$ cat src/rtl/rrf_pkg.sv
package rrf_pkg;

    localparam int NUM_HASH = 3;
    localparam int NUM_BINS = 2;
    localparam int BIN_FAST = 0;
    localparam int BIN_MID  = 1;
    localparam int EPOCH_W  = 2;

    typedef enum logic {
        ST_WAIT = 1'b0,
        ST_REQ  = 1'b1
    } sched_st_e;

    typedef struct packed {
        logic fast;
        logic mid;
    } bin_hits_t;

    // Constant folded into hash k.
    function automatic int unsigned hash_salt(input int unsigned k);
        return 37 * k + 11;
    endfunction

    // Left rotation applied to slice j inside hash k, for an index of width w.
    function automatic int unsigned hash_rot(input int unsigned j,
                                             input int unsigned k,
                                             input int unsigned w);
        return (j * (2 * k + 1)) % w;
    endfunction

    // Decides whether a row is refreshed in a given epoch of the period.
    function automatic logic epoch_due(input bin_hits_t h, input logic [EPOCH_W-1:0] ep);
        return (ep == '0) | h.fast | (h.mid & ~ep[0]);
    endfunction

endpackage

$ cat src/rtl/rrf_hash.sv
module rrf_hash
    import rrf_pkg::*;
#(
    parameter int ROW_W = 14,
    parameter int IDX_W = 8
) (
    input  logic [ROW_W-1:0]                row,
    output logic [NUM_HASH-1:0][IDX_W-1:0]  idx
);

    localparam int NSLICE = (ROW_W + IDX_W - 1) / IDX_W;
    localparam int PAD_W  = NSLICE * IDX_W;

    logic [PAD_W-1:0] padded;
    assign padded = PAD_W'(row);

    function automatic logic [IDX_W-1:0] rotl(input logic [IDX_W-1:0] v, input int unsigned r);
        return (v << r) | (v >> (IDX_W - r));
    endfunction

    always_comb begin
        for (int unsigned k = 0; k < NUM_HASH; k++) begin
            logic [IDX_W-1:0] acc;
            acc = IDX_W'(hash_salt(k));
            for (int unsigned j = 0; j < NSLICE; j++) begin
                acc = acc ^ rotl(padded[j*IDX_W +: IDX_W], hash_rot(j, k, IDX_W));
            end
            idx[k] = acc;
        end
    end

endmodule

$ cat src/rtl/rrf_bloom.sv
module rrf_bloom
    import rrf_pkg::*;
#(
    parameter int ROW_W     = 14,
    parameter int FILT_BITS = 256
) (
    input  logic             clk,
    input  logic             rst,
    input  logic             clr,
    input  logic             ins_en,
    input  logic [ROW_W-1:0] ins_row,
    input  logic [ROW_W-1:0] tst_row,
    output logic             hit
);

    localparam int IDX_W = $clog2(FILT_BITS);

    logic [FILT_BITS-1:0]              bits;
    logic [NUM_HASH-1:0][IDX_W-1:0]    ins_idx;
    logic [NUM_HASH-1:0][IDX_W-1:0]    tst_idx;

    rrf_hash #(.ROW_W(ROW_W), .IDX_W(IDX_W)) i_ins_hash (
        .row (ins_row),
        .idx (ins_idx)
    );

    rrf_hash #(.ROW_W(ROW_W), .IDX_W(IDX_W)) i_tst_hash (
        .row (tst_row),
        .idx (tst_idx)
    );

    // Clearing takes precedence over a same-cycle insert.
    always_ff @(posedge clk) begin
        if (rst || clr) begin
            bits <= '0;
        end else if (ins_en) begin
            for (int k = 0; k < NUM_HASH; k++) begin
                bits[ins_idx[k]] <= 1'b1;
            end
        end
    end

    always_comb begin
        hit = 1'b1;
        for (int k = 0; k < NUM_HASH; k++) begin
            hit = hit & bits[tst_idx[k]];
        end
    end

endmodule

$ cat src/rtl/rrf_sched.sv
module rrf_sched
    import rrf_pkg::*;
#(
    parameter int ROW_W       = 14,
    parameter int SLOT_CYCLES = 16
) (
    input  logic               clk,
    input  logic               rst,
    input  bin_hits_t          hits,
    input  logic               ref_done,
    output logic               ref_req,
    output logic [ROW_W-1:0]   ref_row,
    output logic [EPOCH_W-1:0] epoch_cur,
    output logic               slot_last
);

    localparam int CNT_W = $clog2(SLOT_CYCLES + 1);

    sched_st_e          state;
    logic [CNT_W-1:0]   tmr;
    logic [ROW_W-1:0]   row_ptr;
    logic [EPOCH_W-1:0] epoch;
    logic               due;
    logic               advance;

    assign slot_last = (state == ST_WAIT) && (tmr == CNT_W'(SLOT_CYCLES - 1));
    assign due       = epoch_due(hits, epoch);
    assign advance   = (slot_last && !due) || (state == ST_REQ && ref_done);

    always_ff @(posedge clk) begin
        if (rst) begin
            state   <= ST_WAIT;
            tmr     <= '0;
            row_ptr <= '0;
            epoch   <= '0;
        end else if (advance) begin
            row_ptr <= row_ptr + 1'b1;
            if (row_ptr == '1) begin
                epoch <= epoch + 1'b1;
            end
            tmr   <= '0;
            state <= ST_WAIT;
        end else if (slot_last) begin
            state <= ST_REQ;
        end else if (state == ST_WAIT) begin
            tmr <= tmr + 1'b1;
        end
    end

    assign ref_req   = (state == ST_REQ);
    assign ref_row   = row_ptr;
    assign epoch_cur = epoch;

endmodule

$ cat src/rtl/retention_refresh_ctrl.sv
module retention_refresh_ctrl
    import rrf_pkg::*;
#(
    parameter int ROW_W       = 14,
    parameter int FILT_BITS   = 256,
    parameter int SLOT_CYCLES = 16
) (
    input  logic             clk,
    input  logic             rst,
    input  logic             ins_valid,
    input  logic             ins_bin,
    input  logic [ROW_W-1:0] ins_row,
    input  logic             clr,
    input  logic             ref_done,
    output logic             ref_req,
    output logic [ROW_W-1:0] ref_row
);

    logic [NUM_BINS-1:0] hit_vec;
    bin_hits_t           hits;
    logic [EPOCH_W-1:0]  epoch_cur;
    logic                slot_last;

    for (genvar b = 0; b < NUM_BINS; b++) begin : g_bin
        rrf_bloom #(.ROW_W(ROW_W), .FILT_BITS(FILT_BITS)) i_filter (
            .clk     (clk),
            .rst     (rst),
            .clr     (clr),
            .ins_en  (ins_valid && (ins_bin == 1'(b))),
            .ins_row (ins_row),
            .tst_row (ref_row),
            .hit     (hit_vec[b])
        );
    end

    assign hits.fast = hit_vec[BIN_FAST];
    assign hits.mid  = hit_vec[BIN_MID];

    rrf_sched #(.ROW_W(ROW_W), .SLOT_CYCLES(SLOT_CYCLES)) i_sched (
        .clk       (clk),
        .rst       (rst),
        .hits      (hits),
        .ref_done  (ref_done),
        .ref_req   (ref_req),
        .ref_row   (ref_row),
        .epoch_cur (epoch_cur),
        .slot_last (slot_last)
    );

endmodule

$ cat config.mk
export PLATFORM = sky130hd
export DESIGN_NAME = retention_refresh_ctrl
export DESIGN_NICKNAME = d
export VERILOG_FILES = /design/src/rtl/rrf_pkg.sv /design/src/rtl/rrf_hash.sv /design/src/rtl/rrf_bloom.sv /design/src/rtl/rrf_sched.sv /design/src/rtl/retention_refresh_ctrl.sv
export SDC_FILE = /design/constraint.sdc
export NUM_CORES = 2
export LEC_CHECK = 0
export ABC_CLOCK_PERIOD_IN_PS = 5200
export BUFFER_PORTS_ARGS = -buffer_cell sky130_fd_sc_hd__buf_4
export CAP_MARGIN = 20
export CORE_ASPECT_RATIO = 2
export CORE_UTILIZATION = 30
export DETAILED_ROUTE_END_ITERATION = 6
export PLACE_DENSITY_LB_ADDON = 0.25
export SLEW_MARGIN = 5
export SYNTH_ARGS = -nofsm -noshare
export SYNTH_HDL_FRONTEND = slang
export SYNTH_SLANG_ARGS = --single-unit
$ cat constraint.sdc
create_clock -name clk -period 5.2 [get_ports clk]
set_clock_uncertainty 0.1 [all_clocks]
set_input_delay 0.78 -clock clk [delete_from_list [all_inputs] [get_ports clk]]
set_output_delay 0.78 -clock clk [all_outputs]
set_load 0.02 [all_outputs]
==> results.cfg <==
[floorplan]
die_h_um = 484
rows = 176
pin_count = 35
core_sq_mm = 0.115
die_x_um = 243
die_area_sq_mm = 0.118
initial_core_util_pct = 30.3

[global_routing]
antenna_found_initial = 14
grt_pass1_vias = 35700
grt_max_degree = 114
grt_use_total_pct = 36.9
grt-ovfl-total = 0
grt_pass1_wl_um = 301000

[clock_tree]
cts_max_level = 2
cts-root-buf = clkbuf_16
post_cts_resized = 0
ctsHoldBuffers = 0
cts_made_buffers = 53
path_clk_slew_ps = 80
insertion_delay_ps = 730
clock_path_buffers = 3
cts.sinks = 534
post-cts-setup-buffers = 0
tritoncts = built

[power]
switching_share_pct = 29.1
p_comb_share_pct = 9.9
power_frac_seq_pct = 42.2
p_int_w = 0.00690
ir_worst_vdd_mv = 0.281
power_w = 0.00973
p_sw_w = 0.00283
power_frac_clock_pct = 47.9
powerDensity_mw_per_mm2 = 241
p_leak_nw = 14.1

[critical_path]
max_stage_delay_ps = 820
path_buf_inv = 3
start_kind = flip-flop
crit_required_ps = 5690
critical_path.top_delay_family = compound AO/OA/AOI/OAI gates
ff2ff_setup_slack_ps = 30
r2r_end = i_sched.epoch_cur[0]
rr_startpoint = i_sched.ref_row[1]
crit_slowest_cell = a2111oi_0
crit_arrival_ps = 5660
cp_max_fo = 18
crit_chain = xor2_4, buf_4, mux4_1, mux4_2, nor2_1, a2111oi_0, a2111oi_0, buf_4, o21ai_0, a32o_1, a311oi_4, buf_12, nand4_2, mux2_4
worst_setup_path_end_kind = flip-flop
crit_type = reg2reg
r2r_cells = 14

[status]
status = complete, but fails checks
violations = DRC

[drt]
wl_per_cell_um = 38.9
vias = 37800
drt-total-wl_um = 220000
drc = 6
firstDrtPassIters = 7
viasPerCell = 6.67
first_iter_violations = 5703
final_antenna_net_count = 0

[flow_run]
cap_violations = 0

[sta]
drv_slew = 0
rsz0062_at_grt = no
fin_crit_ps = 5170
clock.fmax_mhz = 193
finalCritPeriodShare_pct = 99.5
tightestPinTransition_ps = 1290
setup_viol = 0
hold_violations = 0
slew_headroom_pct = 13.9
fin_setup_tns_ps = 0

[synthesis]
netlist_top_cells_area = dfxtp_1 (31%), mux4_2 (20%), nand2_1 (8.4%)
synth_top_cell_by_area = dfxtp_1
syn_area_sq_mm = 0.0348
yosysTopAreaCellShare_pct = 30.7
synth_top_family_by_area = multiplexers
yosys.cell_types.count = 75
post_synth_xor_area_fraction_pct = 1.96
async_flop_share_pct = 0
synth_edf_count = 0
synth_compound_area_share_pct = 18.5
synthAdderAreaFrac_pct = 0.144
syn-num-nets = 4173
synth_simple_gate_area_share_pct = 19.1
avgSynthCellArea_sq_um = 8.39
yosysWarnings = 0
synth_ff_type = dfxtp_1
ys_ff_latch = 534
syn_inst = 4149
ys_seq_area_share_pct = 30.7
synthMuxAreaShare_pct = 24.4

[final_layout]
syn_to_final_growth_pct = 15.9
fillers = 11900
nets = 4112
drive_above_1_share_pct = 19.3
layout_commonest_cell = nand2_1
final_cell_mix = nand2_1 (781), nor2_1 (629), a21oi_1 (534)

[place]
gp_congestion = 1.05
hpwl_um = 152000
io_buffers = 34

[min_path]
hold_path_depth = 2
min_path_type = in2reg
hp-start = rst
min_to = i_sched.ref_row[0]
[layout make-up]
class                      instances  area [sq um]  share of cell area, %
sequential                       534         10700                   26.5
tap                             1513          1890                   4.69
multi-input combinational       3208         22900                   56.8
inverter                          13          53.8                  0.133
timing repair buffer             278          2750                   6.82
clock inverter                    29           444                   1.10
antenna                           15          37.5                 0.0930
clock buffer                      70          1560                   3.88
[worst register-to-register path, stage by stage (launching register included)]
cell	delay [ps]
dfxtp_4	440
xor2_4	370
buf_4	300
mux4_1	580
mux4_2	500
nor2_1	230
a2111oi_0	120
a2111oi_0	820
buf_4	240
o21ai_0	90
a32o_1	310
a311oi_4	280
buf_12	200
nand4_2	140
mux2_4	330
[Yosys cell counts (all sizes together) (3+ instances only)]
cell       n
a41oi      3
mux4     323
dfxtp    534
a211oi     8
and2       4
a22oi    278
nand2    781
nor3      31
nor2     682
o22ai     17
nand3     77
ha         4
inv       11
a21o       4
o311ai     4
buf      107
nand2b    15
o211ai    10
o31ai      3
a21oi    534
nand4     44
o221ai     4
a32oi     16
a31oi     23
a31o       7
xor2      36
mux2      24
nor2b      7
nor3b     11
mux2i     86
a2111oi    9
clkbuf   287
a221oi    25
o21ai     37
o2111ai    3
a41o       3
xnor2     38
a311oi    14
and3       9
[layer usage]
metal	GRT usage, %	share of wire, %
met3	10.2	10
met5	0	0.018
met2	58.6	46
met1	38.1	31
met4	37.9	13
[sequential cells by signal, summed over array words and instances (netlist names)]
signal               cells
i_sched.tmr              5
i_sched.ref_req          1
i_sched.epoch_cur        2
g_bin.i_filter.bits    512
i_sched.ref_row         14
[metrics by stage]
stage | instance area [sq um] | hold slack, ps | utilization [%] | std cells | worst slack, ps
global placement | 37600 | 364 | 32.7 | 5494 | 91.4
global route | 40300 | 394 | 35.1 | 5646 | 114
CTS | 40100 | 382 | 34.9 | 5628 | 189
finish | 40300 | 353 | 35.1 | 5660 | 27.4
detailed placement | 38100 | 384 | 33.1 | 5529 | 219
floorplan | 34800 | 352 | - | 4149 | 995
[power by group through the flow]
stage	registers, W	clock network [W]	logic [W]
global route	0.00411	0.00480	0.000952
CTS	0.00411	0.00464	0.000882
floorplan	0.00420	0	0.000386
global placement	0.00420	0	0.000850
detailed placement	0.00420	0	0.000880
finish	0.00411	0.00466	0.000963
[worst max path at each step]
stage                             startpoint                   end  slack (ps)  depth (start not counted)
after CTS                 i_sched.ref_row[1]  i_sched.epoch_cur[0]         190                         14
final                     i_sched.ref_row[1]  i_sched.epoch_cur[0]          30                         14
after global placement    i_sched.ref_row[3]    i_sched.ref_row[7]          90                         12
after detailed placement  i_sched.ref_row[1]  i_sched.epoch_cur[0]         220                         14
after floorplan           i_sched.ref_row[0]  i_sched.epoch_cur[0]        1000                         12
after global routing      i_sched.ref_row[1]  i_sched.epoch_cur[0]         110                         14
[logic make-up after synthesis]
| kind of cell | Yosys count |
|---|---|
| simple gates | 1668 |
| mux | 433 |
| fa+ha+maj | 4 |
| buf+inv | 407 |
| flops | 534 |
| xor+xnor | 74 |
| compound gates | 1029 |
Power figures use the tool's default switching activity.
